==> src/rtl/sar_pkg.sv <==
package sar_pkg;
  // Switch selection per capacitor; 2'b11 is never legal.
  typedef enum logic [1:0] {
    SW_LO = 2'b00,
    SW_HI = 2'b01,
    SW_IN = 2'b10
  } sw_sel_t;

  // Reference choice for one settled or trial bit.
  function automatic sw_sel_t ref_sel(input logic bit_val);
    return bit_val ? SW_HI : SW_LO;
  endfunction
endpackage

==> src/rtl/sar_timer.sv <==
module sar_timer #(
  parameter int BAL_CYC = 3,
  parameter int NBITS   = 12,
  localparam int TOTAL  = BAL_CYC + NBITS,
  localparam int CW     = $clog2(TOTAL + 1)
) (
  input  logic          clk,
  input  logic          rst_n,
  input  logic          start,
  output logic [CW-1:0] cnt,
  output logic          busy,
  output logic          accept,
  output logic          in_bal,
  output logic          enter,
  output logic          decide,
  output logic          done
);
  localparam logic [CW-1:0] BAL_C = CW'(BAL_CYC);
  localparam logic [CW-1:0] TOT_C = CW'(TOTAL);
  localparam logic [CW-1:0] ONE_C = CW'(1);

  assign busy   = (cnt != '0);
  assign accept = start && !busy;
  assign in_bal = busy && (cnt <= BAL_C);
  assign enter  = (cnt == BAL_C);
  assign decide = (cnt > BAL_C);
  assign done   = (cnt == TOT_C);

  always_ff @(posedge clk or negedge rst_n) begin
    if (!rst_n)      cnt <= '0;
    else if (accept) cnt <= ONE_C;
    else if (done)   cnt <= '0;
    else if (busy)   cnt <= cnt + ONE_C;
  end

  // a start while busy must not disturb the cycle count
  a_r7_start_ignored: assert property (@(posedge clk) disable iff (!rst_n)
    (busy && !done) |=> (cnt == $past(cnt) + ONE_C));

  // accepted start enters cycle 1
  a_r1_enter_cycle1: assert property (@(posedge clk) disable iff (!rst_n)
    accept |=> (cnt == ONE_C));
endmodule

==> src/rtl/sar_reg.sv <==
module sar_reg #(
  parameter int NBITS = 12
) (
  input  logic             clk,
  input  logic             rst_n,
  input  logic             enter,
  input  logic             decide,
  input  logic             comp,
  output logic [NBITS-1:0] trial,
  output logic [NBITS-1:0] ptr,
  output logic [NBITS-1:0] settled
);
  localparam logic [NBITS-1:0] MSB_ONE = {1'b1, {(NBITS-1){1'b0}}};

  // Keep or drop the bit under test according to the comparator.
  function automatic logic [NBITS-1:0] settle(input logic [NBITS-1:0] t,
                                              input logic [NBITS-1:0] p,
                                              input logic c);
    return c ? t : (t & ~p);
  endfunction

  assign settled = settle(trial, ptr, comp);

  always_ff @(posedge clk or negedge rst_n) begin
    if (!rst_n) begin
      trial <= '0;
      ptr   <= '0;
    end else if (enter) begin
      trial <= MSB_ONE;
      ptr   <= MSB_ONE;
    end else if (decide) begin
      trial <= settled | (ptr >> 1);
      ptr   <= ptr >> 1;
    end
  end

  // one bit under test in every trial clock
  a_r5_one_bit_tested: assert property (@(posedge clk) disable iff (!rst_n)
    decide |-> ($countones(ptr) == 1));
endmodule

==> src/rtl/sar_switch.sv <==
module sar_switch #(
  parameter int NBITS = 12
) (
  input  logic               busy,
  input  logic               in_bal,
  input  logic [NBITS-1:0]   trial,
  output logic [2*NBITS-1:0] sw
);
  import sar_pkg::*;

  for (genvar i = 0; i < NBITS; i++) begin : g_bit
    sw_sel_t sel;
    always_comb begin
      if (!busy)       sel = SW_LO;
      else if (in_bal) sel = SW_IN;
      else             sel = ref_sel(trial[i]);
    end
    assign sw[2*i +: 2] = sel;
  end
endmodule

==> src/rtl/sar_outgate.sv <==
module sar_outgate #(
  parameter int NBITS   = 12,
  parameter int HI_BITS = 4
) (
  input  logic [NBITS-1:0] code,
  input  logic             oe_hi,
  input  logic             oe_lo,
  output logic [NBITS-1:0] dout,
  output logic [NBITS-1:0] dvalid
);
  for (genvar i = 0; i < NBITS; i++) begin : g_gate
    if (i >= NBITS - HI_BITS) begin : g_hi
      assign dvalid[i] = oe_hi;
    end else begin : g_lo
      assign dvalid[i] = oe_lo;
    end
    assign dout[i] = code[i] & dvalid[i];
  end
endmodule

==> src/rtl/sar_seq.sv <==
module sar_seq #(
  parameter int NBITS   = 12,
  parameter int BAL_CYC = 3,
  parameter int HI_BITS = 4
) (
  input  logic               clk,
  input  logic               rst_n,
  input  logic               start,
  input  logic               comp,
  input  logic               oe_hi,
  input  logic               oe_lo,
  output logic [2*NBITS-1:0] sw,
  output logic               busy,
  output logic               ready,
  output logic [NBITS-1:0]   dout,
  output logic [NBITS-1:0]   dvalid
);
  localparam int TOTAL = BAL_CYC + NBITS;
  localparam int CW    = $clog2(TOTAL + 1);
  localparam logic [CW-1:0]    TOT_C   = CW'(TOTAL);
  localparam logic [CW-1:0]    FIRST_T = CW'(BAL_CYC + 1);
  localparam logic [NBITS-1:0] MSB_ONE = {1'b1, {(NBITS-1){1'b0}}};

  logic [CW-1:0]    cnt;
  logic             accept, in_bal, enter, decide, done;
  logic [NBITS-1:0] trial, ptr, settled, code;

  sar_timer #(.BAL_CYC(BAL_CYC), .NBITS(NBITS)) u_timer (
    .clk(clk), .rst_n(rst_n), .start(start), .cnt(cnt), .busy(busy),
    .accept(accept), .in_bal(in_bal), .enter(enter), .decide(decide), .done(done)
  );

  sar_reg #(.NBITS(NBITS)) u_reg (
    .clk(clk), .rst_n(rst_n), .enter(enter), .decide(decide), .comp(comp),
    .trial(trial), .ptr(ptr), .settled(settled)
  );

  sar_switch #(.NBITS(NBITS)) u_sw (
    .busy(busy), .in_bal(in_bal), .trial(trial), .sw(sw)
  );

  always_ff @(posedge clk or negedge rst_n) begin
    if (!rst_n) begin
      ready <= 1'b0;
      code  <= '0;
    end else if (done) begin
      ready <= 1'b1;
      code  <= settled;
    end else if (accept) begin
      ready <= 1'b0;
    end
  end

  sar_outgate #(.NBITS(NBITS), .HI_BITS(HI_BITS)) u_out (
    .code(code), .oe_hi(oe_hi), .oe_lo(oe_lo), .dout(dout), .dvalid(dvalid)
  );

  // ready can only rise right after the final trial clock
  a_r8_ready_after_last: assert property (@(posedge clk) disable iff (!rst_n)
    $rose(ready) |-> ($past(cnt) == TOT_C));

  // first trial is half scale
  a_r4_half_scale: assert property (@(posedge clk) disable iff (!rst_n)
    (cnt == FIRST_T) |-> (trial == MSB_ONE));

  for (genvar i = 0; i < NBITS; i++) begin : g_chk
    // illegal switch code never driven
    a_r6_no_illegal: assert property (@(posedge clk) disable iff (!rst_n)
      sw[2*i +: 2] != 2'b11);
    // all capacitors on the input while balancing
    a_r3_balance_input: assert property (@(posedge clk) disable iff (!rst_n)
      in_bal |-> (sw[2*i +: 2] == 2'b10));
    // a disabled bit never reads high
    a_r9_masked_zero: assert property (@(posedge clk) disable iff (!rst_n)
      !dvalid[i] |-> !dout[i]);
  end
endmodule

==> config.mk <==
export PLATFORM = sky130hd
export DESIGN_NAME = sar_seq
export DESIGN_NICKNAME = d
export VERILOG_FILES = /design/src/rtl/sar_pkg.sv /design/src/rtl/sar_timer.sv /design/src/rtl/sar_reg.sv /design/src/rtl/sar_switch.sv /design/src/rtl/sar_outgate.sv /design/src/rtl/sar_seq.sv
export SDC_FILE = /design/constraint.sdc
export NUM_CORES = 1
export LEC_CHECK = 0
export CAP_MARGIN = 25
export CORE_UTILIZATION = 52
export CTS_BUF_LIST = sky130_fd_sc_hd__clkbuf_8 sky130_fd_sc_hd__clkbuf_16
export DETAILED_ROUTE_END_ITERATION = 16
export PLACE_DENSITY = 0.84
export SLEW_MARGIN = 20
export SYNTH_ARGS = -nofsm -noshare
export SYNTH_HDL_FRONTEND = slang
export SYNTH_SLANG_ARGS = --single-unit
==> constraint.sdc <==
create_clock -name clk -period 3.3 [get_ports clk]
set_input_delay 0.495 -clock clk [delete_from_list [all_inputs] [get_ports clk]]
set_output_delay 0.495 -clock clk [all_outputs]
set_load 0.01 [all_outputs]
==> results.sh <==
export IMPL_status="completed"
export IMPL_cap_violations=0
export IMPL_dp_hpwl_mm=2.73
export IMPL_maxSlewViolCount=0
export IMPL_cts_resized_gates=0
export IMPL_nets=253
export IMPL_hold_violations=0
export IMPL_routabilityCongestion=0.751
export IMPL_period_share_pct=84.8
export IMPL_viasPerCell=5.29
export IMPL_tightest_slew_ns=0.933
export IMPL_htreeDepth=2
export IMPL_crit_type="register to output port"
export IMPL_grt_setup_unrepaired="no"
export IMPL_crit_chain="or2_1, nor2_1, buf_4, clkdlybuf4s50_1"
export IMPL_drt_first_pass_iters=4
export IMPL_combPwrFrac_pct=49.9
export IMPL_hold_path_class="input pin to asynchronous set/reset pin"
export IMPL_antenna_found_initial=0
export IMPL_crit_path_end_kind="output port"
export IMPL_wl_per_cell_um=13.6
export IMPL_ir_worst_vdd_mv=0.629
export IMPL_tritoncts="done"
export IMPL_yosysWarnings=0
export IMPL_synth_seq_cells=41
export IMPL_clock_fmax_mhz=357
export IMPL_synth_distinct_cells=31
export IMPL_route_detailed_drc=0
export IMPL_syn_to_final_growth_pct=23.0
export IMPL_startpoint_type="register"
export IMPL_ant_nets=0
export IMPL_leakage_nw=1.14
export IMPL_seq_area_um2=1030
export IMPL_power_frac_seq_pct=34.6
export IMPL_clock_path_buffers=2
export IMPL_root_buffer="clkbuf_8"
export IMPL_synth_area_leaders="dfrtp_1 49%, buf_4 8.2%, a22o_1 5.4%"
export IMPL_yosysTopAreaCell="dfrtp_1"
export IMPL_p_int_w=0.00160
export IMPL_rows=22
export IMPL_initial_core_util_pct=55.9
export IMPL_multi_input_area_um2=778
export IMPL_tns_ns=0
export IMPL_track_usage_pct=20.6
export IMPL_cp_data_arrival_time_ns=2.30
export IMPL_insertion_delay_ns=0.29
export IMPL_n_fill_cell=320
export IMPL_critPathSlowestCell="or2_1"
export IMPL_synthesis_area_um2=2110
export IMPL_syn_nets=223
export IMPL_drive_above_1_share_pct=6.91
export IMPL_cpPeakStageDelay_ns=0.77
export IMPL_grt_overflow_total=0
export IMPL_avgSynthCellArea_um2=9.81
export IMPL_via_count=1555
export IMPL_fin_worst_skew_ns=0.00517
export IMPL_finalSetupViolations=0
export IMPL_netlist_area_leader_share_pct=48.7
export IMPL_cts_setup_buffers=0
export IMPL_fp_dieArea_um2=4310
export IMPL_synthCells=215
export IMPL_grt_max_degree=42
export IMPL_io_buffers=55
export IMPL_drt_iter0_drc=72
export IMPL_period_minus_slack_ns=2.80
export IMPL_finalNonFillerCells=294
export IMPL_p_per_area_nw_per_um2=988
export IMPL_die_w_um=65.7
export IMPL_path_max_fanout=27
export IMPL_ctsHoldBuffers=0
export IMPL_whs_ns=0.319
export IMPL_relSlewSlack_pct=37.8
export IMPL_chipHeight_um=65.7
export IMPL_place_inst=286
export IMPL_final_util_pct=68.7
export IMPL_power_w=0.00256
export IMPL_path_clk_slew_ns=0.08
export IMPL_numCtsBuffers=5
export IMPL_clock_power_share_pct=15.5
export IMPL_grt_pass1_vias=1420
export IMPL_grt_pass1_wl_mm=6.56
export IMPL_p_sw_w=0.000966
export IMPL_routed_wl_mm=4.01
export IMPL_yosysSeqAreaShare_pct=48.7
export IMPL_path_delay_family="simple AND/OR/NAND/NOR gates"
export IMPL_cts_sinks=41
export IMPL_switching_share_pct=37.7
export IMPL_ios=56
export IMPL_core_area_um2=3770
export IMPL_num_antenna_cells=0
export IMPL_worstPathRequired_ns=2.80
export IMPL_critPathBufInv=2
flip-flops by register name, indices dropped and copies added (netlist names):
| name | flops |
|---|---|
| code | 12 |
| ready | 1 |
| u_reg.ptr | 12 |
| u_timer.cnt | 4 |
| u_reg.trial | 12 |
through the flow:
step,setup WS (ns),instance area [µm²]
after global placement,0.854,2480
after floorplan,1.11,2110
after CTS,0.475,2590
final,0.501,2590
after detailed placement,0.814,2480
after global routing,0.314,2590
worst paths after layout:
path | startpoint | to | slack, ns | cells past startpoint
max in group asynchronous | rst_n | code[8]$_DFFE_PN0N_ | 2.42 | 1
setup reg to reg | u_timer.cnt[1]$_DFFE_PN0P_ | code[6]$_DFFE_PN0N_ | 1.16 | 3
setup / recovery | u_timer.cnt[3]$_DFFE_PN0P_ | sw[1] | 0.50 | 4
min in group clk | code[10]$_DFFE_PN0N_ | code[10]$_DFFE_PN0N_ | 0.48 | 2
hold / removal | rst_n | code[0]$_DFFE_PN0N_ | 0.32 | 1
hold reg to reg | code[10]$_DFFE_PN0N_ | code[10]$_DFFE_PN0N_ | 0.48 | 2
synth_stat cells, drive strengths merged:
| library cell | number |
|---|---|
| clkbuf | 2 |
| o41ai | 1 |
| o211ai | 1 |
| or2 | 1 |
| mux2 | 1 |
| ha | 2 |
| a21oi | 4 |
| and3 | 1 |
| or3b | 1 |
| buf | 32 |
| o2bb2ai | 3 |
| nand3 | 4 |
| nand2 | 20 |
| a22o | 16 |
| nand3b | 1 |
| nor2 | 14 |
| nand2b | 4 |
| a22oi | 1 |
| and2 | 16 |
| nor2b | 8 |
| or3 | 1 |
| o31ai | 9 |
| inv | 15 |
| o21ai | 16 |
| dfrtp | 41 |
power groups by stage:
stage	sequential [W]	clock (W)	combinational (W)
2_1_floorplan	0.000849	0	0.000933
3_3_place_gp	0.000883	0	0.00125
3_5_place_dp	0.000896	0	0.00128
4_1_cts	0.000888	0.000405	0.00129
5_1_grt	0.000921	0.000424	0.00141
6_report	0.000887	0.000397	0.00128
routing by layer:
metal	routed length, µm	vias to the layer above	part of all wire [%]	track usage [%]
met2	1960	48	49	35.8
met3	200	7	5.0	5.38
met5	0	-	0	0
met1	1790	743	45	24.2
li1	-	757	-	-
met4	57	0	1.4	7.61
worst reg2reg max path, stage by stage (launching register included):
cell,delay [ns]
dfrtp_1,0.39
ha_1,0.44
nand3_1,0.71
o31ai_1,0.48
placed cells by master, fill, tap and decap left out:
cell and count:
nor2_4 2, and2_1 16, clkinv_4 1, a22o_2 3
o31ai_1 8, dfrtp_1 41, or3b_4 1, o31ai_2 1
nand3_1 4, o211ai_1 1, or2_1 1, mux2_1 1
buf_4 2, a22o_1 13, buf_2 1, clkbuf_8 5
o41ai_1 1, o2bb2ai_1 3, nor2b_1 8, nor2_1 12
and3_1 1, nand3b_1 1, nand2_1 20, a21oi_1 4
nand2b_1 4, or3_1 1, bufinv_16 1, a22oi_1 1
ha_1 2, clkdlybuf4s50_1 54, o21ai_0 16, inv_1 16
cells by family after synthesis:
kind of cell,after synthesis,synth area share (%)
simple gates,71,17.8
buf+inv,49,14.4
fa+ha+maj,2,1.19
mux,1,0.534
compound gates,51,17.4
flops,41,48.7
cell type report:
cell class / count / share of cell area [%]
sequential: 41 / 39.6
multi-input combinational: 125 / 30.0
timing repair buffer: 57 / 21.6
clock buffer: 5 / 2.65
tap: 48 / 2.32
inverter: 15 / 2.17
clock inverter: 3 / 1.64
Note: power is estimated with default switching activity, not from simulation.
